==> src/rtl/smb_cfg_pkg.sv <==
package smb_cfg_pkg;
    localparam int DW       = 8;
    localparam int RO_REGS  = 3;
    localparam int RW_BASE  = 3;
    localparam int RW_REGS  = 6;
    localparam logic [6:0] DEV_ADDR = 7'b1010110;

    typedef enum logic [2:0] {
        ST_IDLE,
        ST_ADDR,
        ST_REG,
        ST_WDATA,
        ST_ACK,
        ST_RDATA,
        ST_HACK,
        ST_WAIT
    } smb_state_t;

    // reset value of control register RW_BASE+idx
    function automatic logic [DW-1:0] rw_default(input int idx);
        case (idx)
            0, 1:    return 8'h77;
            5:       return 8'h78;
            default: return 8'h00;
        endcase
    endfunction
endpackage

==> src/rtl/smb_sync.sv <==
module smb_sync #(
    parameter int         W       = 1,
    parameter logic [W-1:0] RST_VAL = '0
) (
    input  logic         clk,
    input  logic         rst,
    input  logic [W-1:0] d,
    output logic [W-1:0] q
);
    logic [W-1:0] s1;

    always_ff @(posedge clk) begin
        if (rst) begin
            s1 <= RST_VAL;
            q  <= RST_VAL;
        end else begin
            s1 <= d;
            q  <= s1;
        end
    end
endmodule

==> src/rtl/smb_bus_free.sv <==
module smb_bus_free #(
    parameter int BUS_FREE_CYC = 64
) (
    input  logic clk,
    input  logic rst,
    input  logic scl,
    input  logic sda,
    output logic idle
);
    localparam int CW = $clog2(BUS_FREE_CYC + 1);
    localparam logic [CW-1:0] LIMIT = CW'(BUS_FREE_CYC);

    logic [CW-1:0] run;

    always_ff @(posedge clk) begin
        if (rst)               run <= '0;
        else if (!(scl && sda)) run <= '0;
        else if (run != LIMIT) run <= run + 1'b1;
    end

    assign idle = (run == LIMIT);
endmodule

==> src/rtl/smb_regbank.sv <==
module smb_regbank
    import smb_cfg_pkg::*;
(
    input  logic                    clk,
    input  logic                    rst,
    input  logic                    we,
    input  logic [DW-1:0]           addr,
    input  logic [DW-1:0]           wdata,
    input  logic [RO_REGS*DW-1:0]   status_i,
    output logic [RW_REGS*DW-1:0]   ctrl_o,
    output logic [DW-1:0]           rdata
);
    logic [DW-1:0] regs [RW_REGS];

    for (genvar g = 0; g < RW_REGS; g++) begin : g_rw
        always_ff @(posedge clk) begin
            if (rst)
                regs[g] <= rw_default(g);
            else if (we && addr == DW'(RW_BASE + g))
                regs[g] <= wdata;
        end
        assign ctrl_o[g*DW +: DW] = regs[g];
    end

    always_comb begin
        rdata = '0;
        for (int i = 0; i < RO_REGS; i++)
            if (addr == DW'(i)) rdata = status_i[i*DW +: DW];
        for (int i = 0; i < RW_REGS; i++)
            if (addr == DW'(RW_BASE + i)) rdata = regs[i];
    end
endmodule

==> src/rtl/smb_cfg_slave.sv <==
module smb_cfg_slave
    import smb_cfg_pkg::*;
#(
    parameter int BUS_FREE_CYC = 64
) (
    input  logic                   clk,
    input  logic                   rst,
    input  logic                   cs_i,
    input  logic                   scl_i,
    input  logic                   sda_i,
    output logic                   sda_oe_o,
    input  logic [RO_REGS*DW-1:0]  status_i,
    output logic [RW_REGS*DW-1:0]  ctrl_o,
    output logic                   bus_idle_o
);
    logic cs_s, scl_s, sda_s;
    logic scl_g, scl_p, sda_p;
    logic rise, fall, start_c, stop_c;

    smb_sync #(.W(3), .RST_VAL(3'b011)) u_sync (
        .clk (clk),
        .rst (rst),
        .d   ({cs_i, scl_i, sda_i}),
        .q   ({cs_s, scl_s, sda_s})
    );

    smb_bus_free #(.BUS_FREE_CYC(BUS_FREE_CYC)) u_free (
        .clk  (clk),
        .rst  (rst),
        .scl  (scl_s),
        .sda  (sda_s),
        .idle (bus_idle_o)
    );

    // select gates the bus clock seen by the protocol logic
    assign scl_g = scl_s & cs_s;

    always_ff @(posedge clk) begin
        if (rst) begin
            scl_p <= 1'b0;
            sda_p <= 1'b1;
        end else begin
            scl_p <= scl_g;
            sda_p <= sda_s;
        end
    end

    assign rise    =  scl_g & ~scl_p;
    assign fall    = ~scl_g &  scl_p;
    assign start_c =  scl_g &  scl_p &  sda_p & ~sda_s;
    assign stop_c  =  scl_g &  scl_p & ~sda_p &  sda_s;

    smb_state_t    state, ret;
    logic [3:0]    bits;
    logic [DW-1:0] shreg, ptr, tx, wr_data, rd_data;
    logic          wr_en;

    smb_regbank u_regs (
        .clk      (clk),
        .rst      (rst),
        .we       (wr_en),
        .addr     (ptr),
        .wdata    (wr_data),
        .status_i (status_i),
        .ctrl_o   (ctrl_o),
        .rdata    (rd_data)
    );

    always_ff @(posedge clk) begin
        if (rst) begin
            state   <= ST_IDLE;
            ret     <= ST_IDLE;
            bits    <= '0;
            shreg   <= '0;
            ptr     <= '0;
            tx      <= '0;
            wr_en   <= 1'b0;
            wr_data <= '0;
        end else begin
            wr_en <= 1'b0;
            if (!cs_s) begin
                state <= ST_IDLE;
            end else if (start_c) begin
                state <= ST_ADDR;
                bits  <= '0;
            end else if (stop_c) begin
                state <= ST_IDLE;
            end else begin
                case (state)
                    ST_ADDR, ST_REG, ST_WDATA: begin
                        if (rise) begin
                            shreg <= {shreg[DW-2:0], sda_s};
                            bits  <= bits + 4'd1;
                        end else if (fall && bits == 4'd8) begin
                            bits  <= '0;
                            state <= ST_ACK;
                            if (state == ST_ADDR) begin
                                if (shreg[DW-1:1] != DEV_ADDR) begin
                                    state <= ST_WAIT;
                                end else if (shreg[0]) begin
                                    ret <= ST_RDATA;
                                    tx  <= rd_data;
                                end else begin
                                    ret <= ST_REG;
                                end
                            end else if (state == ST_REG) begin
                                ptr <= shreg;
                                ret <= ST_WDATA;
                            end else begin
                                wr_en   <= 1'b1;
                                wr_data <= shreg;
                                ret     <= ST_WAIT;
                            end
                        end
                    end
                    ST_ACK:  if (fall) state <= ret;
                    ST_RDATA: begin
                        if (rise) begin
                            bits <= bits + 4'd1;
                        end else if (fall) begin
                            if (bits == 4'd8) state <= ST_HACK;
                            else              tx <= {tx[DW-2:0], 1'b0};
                        end
                    end
                    ST_HACK: if (fall) state <= ST_WAIT;
                    default: ;
                endcase
            end
        end
    end

    assign sda_oe_o = cs_s && ((state == ST_ACK) ||
                               (state == ST_RDATA && !tx[DW-1]));
endmodule

==> config.mk <==
export PLATFORM = sky130hd
export DESIGN_NAME = smb_cfg_slave
export DESIGN_NICKNAME = d
export VERILOG_FILES = /design/src/rtl/smb_cfg_pkg.sv /design/src/rtl/smb_sync.sv /design/src/rtl/smb_bus_free.sv /design/src/rtl/smb_regbank.sv /design/src/rtl/smb_cfg_slave.sv
export SDC_FILE = /design/constraint.sdc
export NUM_CORES = 1
export LEC_CHECK = 0
export ABC_CLOCK_PERIOD_IN_PS = 2500
export BUFFER_PORTS_ARGS = -buffer_cell sky130_fd_sc_hd__buf_2
export CAP_MARGIN = 20
export CORE_ASPECT_RATIO = 1.5
export CORE_UTILIZATION = 56
export CTS_CLUSTER_DIAMETER = 100
export DETAILED_ROUTE_END_ITERATION = 7
export GPL_TIMING_DRIVEN = 0
export PLACE_DENSITY = 0.84
export SLEW_MARGIN = 5
export SYNTH_ARGS = -nofsm -noshare
export SYNTH_HDL_FRONTEND = slang
export SYNTH_SLANG_ARGS = --single-unit
==> constraint.sdc <==
create_clock -name clk -period 2.5 [get_ports clk]
set_clock_uncertainty 0.05 [all_clocks]
set_input_delay 0.25 -clock clk [delete_from_list [all_inputs] [get_ports clk]]
set_output_delay 0.25 -clock clk [all_outputs]
set_load 0.01 [all_outputs]
### Word level (Yosys, flattened, before mapping)

Memory sizes are Yosys's and may differ from the RTL's.
Cells that the tools add are included.

| storage, ports and cells | value |
|---|---|
| RAM bits | 48 |
| output and inout port bits | 50 |
| memories kept | 1 |
| logic and storage cells | 181 |
| bits in registers | 58 |

| operators by class | value |
|---|---|
| eq/ne operators | 40 |
| add/subtract/negate cells | 2 |
| mux-type cells | 67 |
| reduce and logical (&&, ||, !) cells | 30 |
| bitwise operators | 27 |

Memories:

| name | depth | bits a word | read ports | clocked after Yosys merged registers in | wr ports | line | text |
|---|---|---|---|---|---|---|---|
| u_regs.regs | 6 | 8 | 6 | 0 | 6 | smb_regbank.sv:13 | `logic [DW-1:0] regs [RW_REGS];` |

Operators with widths:

| operator | number |
|---|---|
| $mux 8 | 23 |
| $mux 3 | 11 |
| $eq 8x3->1 const B | 4 |
| $ne 4x4->1 const B | 8 |
| $reduce_and 8->1 | 4 |
| $ne 2x2->1 const B | 13 |
| $mux 1 | 23 |
| $mux 4 | 5 |
| $eq 8x2->1 const B | 2 |
| $pmux 8 s2 | 1 |
| $ne 7x7->1 const B | 2 |
| $not 1->1 | 13 |
| $pmux 3 s4 | 1 |
| $reduce_and 12->1 | 1 |
| $logic_and 1x1->1 | 10 |
| $reduce_and 5->1 | 2 |
| $eq 3x3->1 const B | 3 |
| $and 1x1->1 | 8 |
| $eq 8x1->1 const B | 1 |
| $eq 8x4->1 const B | 1 |
| $logic_not 8->1 | 1 |
| $pmux 4 s2 | 1 |
| $reduce_or 8->1 | 1 |
| $add 7x1->7 const B | 1 |
| 18 further kinds | 26 |

### Longest topological paths before layout

Gate-level depths: netlist (run 1).

| depth | value |
|---|---|
| depth in word-level cells | 16 |
| depth in mapped cells | 9 |
| gate-level depth less buffers | 8 |

### By module

A second synthesis (run 1) with hierarchy kept.

| second synthesis, totals | value |
|---|---|
| cells, all modules | 488 |
| area total of the unflattened synthesis | 5,282.6 um^2 |

Modules (own cells, without submodules):

| module | seq. area each (um^2) | times used | cells each | area each (um^2) |
|---|---|---|---|---|
| smb_regbank | 1,441.4 | 1 | 202 | 2,556.2 |
| smb_cfg_slave | 900.9 | 1 | 235 | 2,210.9 |
| smb_bus_free | 140.1 | 1 | 39 | 357.8 |
| smb_sync | 120.1 | 1 | 12 | 157.7 |

### Worst setup path before layout (run 1)

No wires, ideal clock.

| path | value |
|---|---|
| path kind | register -> register |
| from | register bits[0] |
| to | register bits[3] |
| clock period less this slack | 1.873 ns |
| arrival | 1.760 ns |
| setup time | 0.062 ns |
| stages on the path, launching flop included | 9 |
| path slack | 0.627 ns |
| buffers on the path | 0 |
| cell sequence | dfxtp_1 > inv_1 > ha_1 > nand3b_1 > nor2_1 > a311oi_2 > o41ai_4 > or3b_2 > nand3_1 |

| between the ends | value |
|---|---|
| cells in the longest elaborated chain, start to end | 5 |
| elaborated cells on any way between the ends | 10 |
| classes of those cells | 1 x add/sub; 2 x eq/ne; 5 x mux; 2 x reduce/logical |

Ends and longest elaborated chain:

| item | line | text |
|---|---|---|
| from (decl) | smb_cfg_slave.sv:54 | `logic [3:0] bits;` |
| from (signal assigned) | smb_cfg_slave.sv:93 | `bits <= bits + 4'd1;` |
| from (signal assigned) | smb_cfg_slave.sv:119 | `bits <= bits + 4'd1;` |
| $add 4x1->4 | smb_cfg_slave.sv:93, smb_cfg_slave.sv:119 |  |
| $mux 4 (on tied branches) | smb_cfg_slave.sv:118, smb_cfg_slave.sv:91 |  |
| $pmux 4 s2 | smb_cfg_slave.sv:89 | `case (state)` |
| $mux 4 | smb_cfg_slave.sv:86 | `end else if (stop_c) begin` |
| $mux 4 | smb_cfg_slave.sv:83 | `end else if (start_c) begin` |

Parallel ways exist; a longest one is shown, timed or not. The select of a mux whose other input is x is not followed.
A chain may end at the register's enable or synchronous reset.

### Worst setup path in the final report (run 1)

| path | value |
|---|---|
| from | register ptr[1] |
| to | register tx[6] |

| between the ends | value |
|---|---|
| cells in the longest elaborated chain, start to end | 16 |
| elaborated cells on any way between the ends | 24 |
| classes of those cells | 8 x eq/ne; 15 x mux; 1 x reduce/logical |

Ends and longest elaborated chain:

| item | line | text |
|---|---|---|
| from (decl) | smb_cfg_slave.sv:55 | `logic [DW-1:0] shreg, ptr, tx, wr_data, rd_data;` |
| from (signal assigned) | smb_cfg_slave.sv:107 | `ptr <= shreg;` |
| $logic_not 8->1 | smb_regbank.sv:28 | `if (addr == DW'(i)) rdata = status_i[i*DW +: DW];` |
| $mux 8 (3 in a row) | smb_regbank.sv:28 |  |
| $mux 8 (5 in a row) | smb_regbank.sv:30 | `if (addr == DW'(RW_BASE + i)) rdata = regs[i];` |
| $mux 8 (*) | smb_regbank.sv:30 |  |
| $mux 8 (*) | smb_cfg_slave.sv:100 | `end else if (shreg[0]) begin` |
| $mux 8 (*) | smb_cfg_slave.sv:98 | `if (shreg[DW-1:1] != DEV_ADDR) begin` |
| $mux 8 (*) | smb_cfg_slave.sv:97 | `if (state == ST_ADDR) begin` |
| $mux 8 (*) | smb_cfg_slave.sv:94 | `end else if (fall && bits == 4'd8) begin` |
| $mux 8 (*) | smb_cfg_slave.sv:91 | `if (rise) begin` |
| $pmux 8 s2 (*) | smb_cfg_slave.sv:89 |  |
| to (signal assigned) | smb_cfg_slave.sv:102 | `tx <= rd_data;` |
| to (signal assigned) | smb_cfg_slave.sv:122 | `else tx <= {tx[DW-2:0], 1'b0};` |
| to (decl) | smb_cfg_slave.sv:55 |  |

Mark *: on every way between the ends. The rest lies on a longest branch, timed or not. The select of a mux whose other input is x is not followed.

==> results of run 1 <==
cells by family after synthesis:
group / after synthesis / share of synthesized area, %
simple gates: 207 / 21.9
flops: 106 / 49.0
xor+xnor: 7 / 1.15
mux: 38 / 7.80
compound gates: 97 / 14.4
buf+inv: 59 / 4.85
fa+ha+maj: 4 / 0.942
through the flow:
stage | total power, uW | worst slack, ps
2_1_floorplan | 2030 | 627
3_3_place_gp | 2120 | 247
3_5_place_dp | 2130 | 167
4_1_cts | 3660 | 146
5_1_grt | 3740 | 49.8
6_report | 3640 | 105
power by group:
group	switching, uW	internal [uW]	leakage, uW
Sequential	35.8	1860	0.000934
Clock	680	869	0.000166
Combinational	116	85.8	0.00136
sequential cells by signal, summed over array words and instances, names as in the netlist:
signal,cells
u_regs.regs,48
u_sync.s1,3
state,3
bits,4
wr_en,1
u_sync.q,3
shreg,8
tx,8
u_free.run,7
ptr,8
wr_data,8
ret,3
sda_p,1
scl_p,1
final cells by class:
type / instances / area [sq um] / area share, %
clock inverters: 6 / 91.3 / 1.48
plain buffers: 33 / 161 / 2.61
repair buffers: 78 / 390 / 6.31
well taps: 112 / 140 / 2.27
clock buffers: 10 / 250 / 4.05
multi-input cells: 353 / 2450 / 39.6
inverters: 26 / 97.6 / 1.58
flip-flops and latches: 106 / 2600 / 42.1
synthesized netlist by cell type, types with 12 or more instances:
cell	n	area [sq um]
nor2b_1	12	75.1
edfxtp_1	48	1440
and3_1	22	138
clkbuf_1	16	60.1
nand2_1	15	56.3
or2_2	21	131
nand3_1	17	85.1
o21ai_0	12	60.1
a21oi_1	13	65.1
o22ai_1	12	75.1
inv_1	26	97.6
mux2i_1	29	290
dfxtp_1	58	1160
nor2_1	59	221
layer usage:
layer / GRT usage [%] / part of all wire (%)
met2: 50.1 / 51
met1: 30.6 / 35
met4: 21.0 / 6.8
met5: 0 / 0
met3: 5.11 / 7.7
how the worst max path moves through the flow:
stage	start	endpoint	slack, ps	cells past startpoint
after floorplan	bits[0]	bits[3]	630	8
after global placement	ptr[1]	tx[6]	250	8
after detailed placement	ptr[1]	tx[6]	170	8
after CTS	ptr[1]	tx[6]	150	8
after global routing	ptr[1]	tx[6]	50	7
final	ptr[1]	tx[6]	110	7
==> impl_metrics.py, run 1 <==
metrics = {
    "drt": {
        "drc_errors": 0,
        "via_per_inst": 6.31,
        "firstDrtPassIters": 5,
        "drt_iter0_drc": 391,
        "wl_per_cell_um": 19.5,
        "num_vias": 4571,
        "drt_wl_total_um": 14100,
        "ant_nets": 0,
    },
    "global_route": {
        "grt_max_degree": 21,
        "grt_usage_pct": 29.0,
        "grt_pass1_wl_um": 21200,
        "grt_pass1_vias": 4314,
        "overflow": 0,
        "antenna_found_initial": 0,
    },
    "logic_synthesis": {
        "synthCells": 518,
        "synthDistinctLibCells": 74,
        "syn_area_sq_um": 5310,
        "synth.avg_cell_area_sq_um": 10.3,
        "synth-edff-count": 48,
        "synthesis.nets": 551,
        "synth_ff_type": "dfxtp_1",
        "synth-seq-cells": 106,
        "ys_seq_area_share_pct": 49.0,
        "ys_warn_count": 0,
        "async_flop_share_pct": 0,
    },
    "worst_setup_path": {
        "setup.worst_path.end_class": "flop",
        "crit_chain": "buf_2 -> buf_2 -> mux2_2 -> a22oi_1 -> a2bb2oi_1 -> o22ai_1 -> o22ai_1",
        "crit_family": "compound AO/OA/AOI/OAI gates",
        "reg2reg_depth": 7,
        "crit_type": "reg2reg",
        "slowest_delay_ps": 410,
        "regToRegSetupSlack_ps": 110,
        "crit_required_ps": 2670,
        "reg2reg_to": "tx[6]",
        "worstSetupStartpointType": "flop",
        "r2r_start": "ptr[1]",
        "worst-endpoint-arrival_ps": 2560,
        "path_max_fanout": 10,
        "critical_path_buf_inv_count": 2,
        "cpMaxStageDelayCell": "a22oi_1",
    },
    "die": {
        "fp.dieW_um": 81.5,
        "dieArea_sq_um": 9890,
        "die_h_um": 121,
        "coreArea_sq_um": 9250,
        "row_count": 43,
        "io_pins": 79,
        "start_util_pct": 57.4,
    },
    "timing": {
        "min_period_over_period_pct": 95.8,
        "fin_crit_ps": 2390,
        "timing.hold.ws_ps": 28.9,
        "max_freq_mhz": 418,
        "setup-tns-final_ps": 0,
        "relSlewSlack_pct": 60.6,
        "maxSlewViolCount": 0,
        "setup_viol": 0,
        "hold_viol": 0,
        "grt_setup_unrepaired": "no",
        "worst_pin_slew_ps": 587,
    },
    "min_path": {
        "whs_path_depth": 2,
        "min-delay-start": "scl_i",
        "holdPathEnd": "u_sync.s1[1]",
        "min_path_type": "in2reg",
    },
    "placement": {
        "portBuffers": 78,
        "routabilityCongestion": 0.932,
        "place_area_sq_um": 5840,
        "hpwlAfterDp_um": 10500,
        "placed_cells": 708,
    },
    "pwr": {
        "irDropWorstVdd_mv": 0.389,
        "power.leakage_uw": 0.00246,
        "power_density_nw_per_um2": 589,
    },
    "finish": {
        "fillers": 700,
        "final_core_util_pct": 66.8,
        "layout_commonest_cell": "buf_2",
        "layout-drive-gt1-share_pct": 26.5,
        "finalInstanceArea_sq_um": 6190,
        "flow.area_growth_from_synthesis_pct": 16.4,
        "final_cell_mix": "buf_2 (88), nor2_1 (59), dfxtp_1 (58)",
        "num-nets-final": 640,
        "final_cell_count_no_fill": 724,
        "antenna_cells": 0,
    },
    "clock_network": {
        "clkTransAtPathRegs_ps": 70,
        "htreeDepth": 3,
        "post_cts_resized": 0,
        "cts_root_buf": "clkbuf_16",
        "cts_tree": "yes",
        "clock-sinks": 106,
        "worstSkewPairLatency_ps": 350,
        "numCtsBuffers": 9,
        "clock_path_buffers": 2,
        "hold_buffers": 0,
        "post_cts_buffers": 0,
    },
    "status": {
        "outcome": "completed",
    },
    "flow_run": {
        "drv_cap": 0,
    },
}
(Power assumes the default switching activity.)
==> run 2: changes to the inputs <==
ABC_AREA = 1   (was not set)
==> impl_metrics.py, run 2 <==
metrics = {
    "logic_synthesis": {
        "synth-seq-cells": 106,
        "ys_warn_count": 0,
        "yosys-top-cells-count": "nand2_1 (115), nor2_1 (100), inv_1 (66)",
        "synthCells": 617,
        "yosysTopAreaCellShare_pct": 28.6,
        "synth.avg_cell_area_sq_um": 8.18,
        "syn_area_sq_um": 5050,
        "synth_ff_type": "dfxtp_1",
        "synth-edff-count": 48,
        "synth.most_common_cell": "nand2_1",
        "synthDistinctLibCells": 44,
        "ys_seq_area_share_pct": 51.5,
        "synthesis.nets": 650,
        "synth_top_area_cell": "edfxtp_1",
        "async_flop_share_pct": 0,
        "ys_top_cells_by_area": "edfxtp_1 (29%), dfxtp_1 (23%), nand2_1 (8.6%), nor2_1 (7.4%), inv_1 (4.9%)",
    },
    "global_route": {
        "met3_usage_pct": 6.49,
        "grt_use_met1_pct": 30.8,
        "grtUsageMet2_pct": 52.0,
        "grt_pass1_wl_um": 21100,
        "grt_pass1_vias": 4456,
        "overflow": 0,
        "grt_usage_pct": 29.8,
        "antenna_found_initial": 0,
        "busiest_layer": "met2",
        "grt_max_degree": 18,
    },
    "finish": {
        "layout-drive-gt1-share_pct": 21.7,
        "largest-register": "u_regs.regs",
        "largest_register_ffs": 48,
        "final_cell_mix": "nand2_1 (115), nor2_1 (100), buf_2 (84)",
        "layout_commonest_cell": "nand2_1",
        "flow.area_growth_from_synthesis_pct": 16.4,
        "num-nets-final": 741,
        "antenna_cells": 0,
    },
    "worst_setup_path": {
        "slowest_delay_ps": 860,
        "worst-endpoint-arrival_ps": 2290,
        "setup.worst_path.end_class": "flop",
        "worstSetupStartpointType": "flop",
        "cpMaxStageDelayCell": "o21ai_0",
        "crit_required_ps": 2420,
        "crit_type": "reg2reg",
        "path_max_fanout": 9,
        "crit_chain": "nand2_1 -> nor3_4 -> inv_1 -> o21ai_0",
    },
    "timing": {
        "grt_setup_unrepaired": "no",
        "timing.hold.ws_ps": 23.5,
        "setup_viol": 0,
        "worst_pin_slew_ps": 1090,
        "min_period_over_period_pct": 94.6,
        "max_freq_mhz": 423,
        "relSlewSlack_pct": 26.5,
        "maxSlewViolCount": 0,
        "fin_crit_ps": 2360,
        "hold_viol": 0,
    },
    "die": {
        "fp.dieW_um": 79.5,
        "io_pins": 79,
        "row_count": 42,
        "coreArea_sq_um": 8780,
        "die_h_um": 118,
        "dieArea_sq_um": 9410,
        "start_util_pct": 57.5,
    },
    "placement": {
        "hpwlAfterDp_um": 9720,
        "routabilityCongestion": 0.923,
        "portBuffers": 78,
    },
    "pwr": {
        "seqPwrFrac_pct": 54.3,
        "power_uw": 3420,
        "swShare_pct": 22.0,
        "p_int_uw": 2670,
        "pwr-share-comb_pct": 4.5,
        "clkPwrFrac_pct": 41.2,
        "power.switching_uw": 751,
        "power_density_nw_per_um2": 582,
        "irDropWorstVdd_mv": 0.375,
        "power.leakage_uw": 0.00239,
    },
    "clock_network": {
        "clock_path_buffers": 2,
        "worstSkewPairLatency_ps": 350,
        "post_cts_buffers": 0,
        "clkTransAtPathRegs_ps": 70,
        "htreeDepth": 3,
        "cts_root_buf": "clkbuf_16",
        "clock-sinks": 106,
        "numCtsBuffers": 9,
        "cts_tree": "yes",
    },
    "drt": {
        "drc_errors": 0,
        "drt_iter0_drc": 399,
        "via_per_inst": 5.68,
        "num_vias": 4673,
        "ant_nets": 0,
        "drt_wl_total_um": 13200,
        "firstDrtPassIters": 6,
        "wl_per_cell_um": 16.1,
    },
    "flow_run": {
        "drv_cap": 0,
    },
    "min_path": {
        "min_path_type": "in2reg",
    },
    "status": {
        "outcome": "completed",
    },
}
[run 2: cell count changes after synthesis, sizes merged, moves of 21 or more]
cell / before / now
a21oi: 13 / 47
inv: 26 / 77
o21ai: 14 / 41
nand2: 15 / 122
mux2i: 29 / 0
and3: 22 / 1
nand3: 17 / 47
nor2: 61 / 113
[run 2: worst paths after layout]
path / from / cells past startpoint / slack, ps / to
hold reg to reg: u_sync.s1[2] / 2 / 350 / u_sync.q[2]
setup / recovery: ptr[0] / 4 / 140 / u_regs.regs[2][2]
setup reg to reg: ptr[0] / 4 / 140 / u_regs.regs[2][2]
hold / removal: sda_i / 2 / 20 / u_sync.s1[0]
[run 2: final cells by class]
cell class,count,area [sq um]
multi-input cells,419,2050
clock buffers,9,225
flip-flops and latches,106,2600
well taps,110,138
repair buffers,80,400
fillers,676,2900
inverters,77,289
clock inverters,7,66.3
plain buffers,15,111
[run 2: cell families after synthesis]
family	count (synthesis)	share of synthesized area, %
AO/OA/AOI/OAI	95	10.3
XOR/XNOR	5	0.867
flip-flops	106	51.5
AND/OR/NAND/NOR	315	28.4
buffers and inverters	92	7.93
adder cells (fa/ha/maj)	4	0.991
[run 2: metrics by stage]
step | std cells | instance area (sq um) | util (%) | setup slack (ps) | TNS, ps
6_report | 823 | 5880 | 67.0 | 135 | 0
5_1_grt | 823 | 5880 | 67.0 | 2.64 | 0
4_1_cts | 821 | 5870 | 66.9 | 86.0 | 0
3_5_place_dp | 805 | 5580 | 63.5 | -5.75 | -44.7
3_3_place_gp | 805 | 5580 | 63.5 | 51.1 | 0
2_1_floorplan | 617 | 5050 | - | 488 | 0
[run 2: worst max-delay path: cells and delay by family (launching register included)]
family | cells | cell delay (ps)
DFF | 1 | 400
and+or+nand+nor | 2 | 580
AOI/OAI and AO/OA | 1 | 860
buffers and inverters | 1 | 90
[run 2: what timing repair did]
action | CTS | global route
hold endpoints to repair | 0 | 0
gates resized for setup | 1 | 1
hold buffers | 0 | 0
endpoints found under the setup margin | 8 | 8
[run 2: layer usage]
layer  share of wire, %  vias up  wire length, um
li1                   -     2209                -
met1                 35     2152             4570
met2                 52      245             6870
met3                7.2       67              952
met4                6.3        0              836
met5                  0        -                0
[run 2: power groups by stage]
| stage | Sequential [uW] | Combinational (uW) | Clock, uW |
|---|---|---|---|
| 2_1_floorplan | 1910 | 65.0 | 0 |
| 3_3_place_gp | 1900 | 145 | 0 |
| 3_5_place_dp | 1900 | 149 | 0 |
| 4_1_cts | 1860 | 151 | 1410 |
| 5_1_grt | 1860 | 168 | 1490 |
| 6_report | 1860 | 154 | 1410 |
==> run 3: changes to the inputs <==
BUFFER_PORTS_ARGS = not set   (was -buffer_cell sky130_fd_sc_hd__buf_2)
DONT_BUFFER_PORTS = 1   (was not set)
PLACE_DENSITY = 0.76   (was 0.84)
==> impl_metrics.py, run 3 (synthesis results as in run 2) <==
metrics = {
    "finish": {
        "flow.area_growth_from_synthesis_pct": 8.90,
        "antenna_cells": 0,
        "area.sequential_sq_um": 2600,
        "layout-drive-gt1-share_pct": 11.9,
        "multiInputGateArea_sq_um": 2050,
        "final_cell_mix": "nand2_1 (115), nor2_1 (100), inv_1 (66)",
        "final_core_util_pct": 62.6,
        "largest-register": "u_regs.regs",
        "fillers": 755,
        "layout_commonest_cell": "nand2_1",
        "largest_register_ffs": 48,
        "final_cell_count_no_fill": 749,
        "num-nets-final": 667,
    },
    "timing": {
        "fin_crit_ps": 2310,
        "setup-tns-final_ps": 0,
        "max_freq_mhz": 433,
        "grt_setup_unrepaired": "no",
        "maxSlewViolCount": 0,
        "worst_pin_slew_ps": 1040,
        "hold_viol": 0,
        "relSlewSlack_pct": 29.9,
        "setup_viol": 0,
        "min_period_over_period_pct": 92.4,
    },
    "clock_network": {
        "cts_root_buf": "clkbuf_16",
        "clock_path_buffers": 2,
        "htreeDepth": 3,
        "post_cts_buffers": 0,
        "clock-sinks": 106,
        "worstSkewPairLatency_ps": 350,
        "cts_tree": "yes",
        "clkTransAtPathRegs_ps": 70,
        "numCtsBuffers": 9,
    },
    "placement": {
        "portBuffers": 0,
        "hpwlAfterDp_um": 9230,
        "placed_cells": 727,
        "routabilityCongestion": 0.902,
    },
    "pwr": {
        "power.switching_uw": 704,
        "seqPwrFrac_pct": 57.3,
        "power_uw": 3280,
        "irDropWorstVdd_mv": 0.385,
        "power.leakage_uw": 0.00211,
        "swShare_pct": 21.5,
        "power_density_nw_per_um2": 596,
        "clkPwrFrac_pct": 39.7,
        "p_int_uw": 2570,
        "pwr-share-comb_pct": 3.0,
    },
    "worst_setup_path": {
        "worstSetupStartpointType": "flop",
        "path_max_fanout": 9,
        "worst-endpoint-arrival_ps": 2310,
        "crit_type": "reg2reg",
        "setup.worst_path.end_class": "flop",
        "regToRegSetupSlack_ps": 190,
        "crit_required_ps": 2500,
    },
    "global_route": {
        "grt_max_degree": 17,
        "grt_pass1_wl_um": 19500,
        "overflow": 0,
        "grt_pass1_vias": 4226,
        "antenna_found_initial": 0,
        "grt_usage_pct": 27.5,
    },
    "flow_run": {
        "drv_cap": 0,
    },
    "drt": {
        "num_vias": 4191,
        "ant_nets": 0,
        "drt_iter0_drc": 275,
        "drt_wl_total_um": 12200,
        "via_per_inst": 5.60,
        "firstDrtPassIters": 7,
        "drc_errors": 0,
        "wl_per_cell_um": 16.3,
    },
    "die": {
        "die_h_um": 118,
        "coreArea_sq_um": 8780,
        "fp.dieW_um": 79.5,
        "io_pins": 79,
        "row_count": 42,
        "dieArea_sq_um": 9410,
        "start_util_pct": 57.5,
    },
    "status": {
        "outcome": "completed",
    },
    "min_path": {
        "min_path_type": "in2reg",
    },
}
[run 3: stage by stage]
stage,instance area [sq um],setup slack (ps),hold slack [ps]
final,5500,190,56.5
after CTS,5480,95.3,49.3
after global placement,5190,32.1,305
after global routing,5500,22.8,57.7
after floorplan,5050,488,304
after detailed placement,5190,-44.6,307
[run 3: critical path, cell delays in order (launching register included)]
cell	delay, ps
dfxtp_1	400
nand2_2	150
nor3_4	430
inv_1	100
o21ai_0	600
clkbuf_2	290
[run 3: path summary, 6_finish.rpt]
path	start	end	cells after the start
setup reg to reg	ptr[2]	u_regs.regs[2][6]	5
hold / removal	rst	u_regs.regs[1][0]	2
setup / recovery	ptr[2]	u_regs.regs[2][6]	5
hold reg to reg	u_sync.s1[2]	u_sync.q[2]	2
[run 3: what timing repair did]
| action | 4_1_cts | 5_1_grt |
|---|---|---|
| resized for setup | 1 | 1 |
| hold endpoints to repair | 3 | 0 |
| setup endpoints to repair | 8 | 8 |
| hold buffers | 3 | 0 |
[run 3: area by class of cell]
type | instances | area share (%)
clock inverters | 3 | 0.296
repair buffers | 6 | 0.819
inverters | 77 | 5.26
multi-input cells | 419 | 37.2
plain buffers | 15 | 2.03
clock buffers | 13 | 4.55
well taps | 110 | 2.50
flip-flops and latches | 106 | 47.3
[run 3: power by group through the flow]
stage                     registers, uW  clock network [uW]  logic (uW)
after floorplan                    1910                   0        65.0
after global placement             1920                   0        89.5
after detailed placement           1920                   0        92.1
after CTS                          1880                1310        96.2
after global routing               1880                1370         108
final                              1880                1300        97.9
[run 3: per-layer routing]
metal / vias up / GRT usage, % / part of all wire (%)
met3: 39 / 7.26 / 7.1
met1: 1948 / 28.3 / 36
li1: 2054 / - / -
met5: - / 0 / 0
met4: 0 / 16.7 / 4.7
met2: 150 / 48.1 / 52
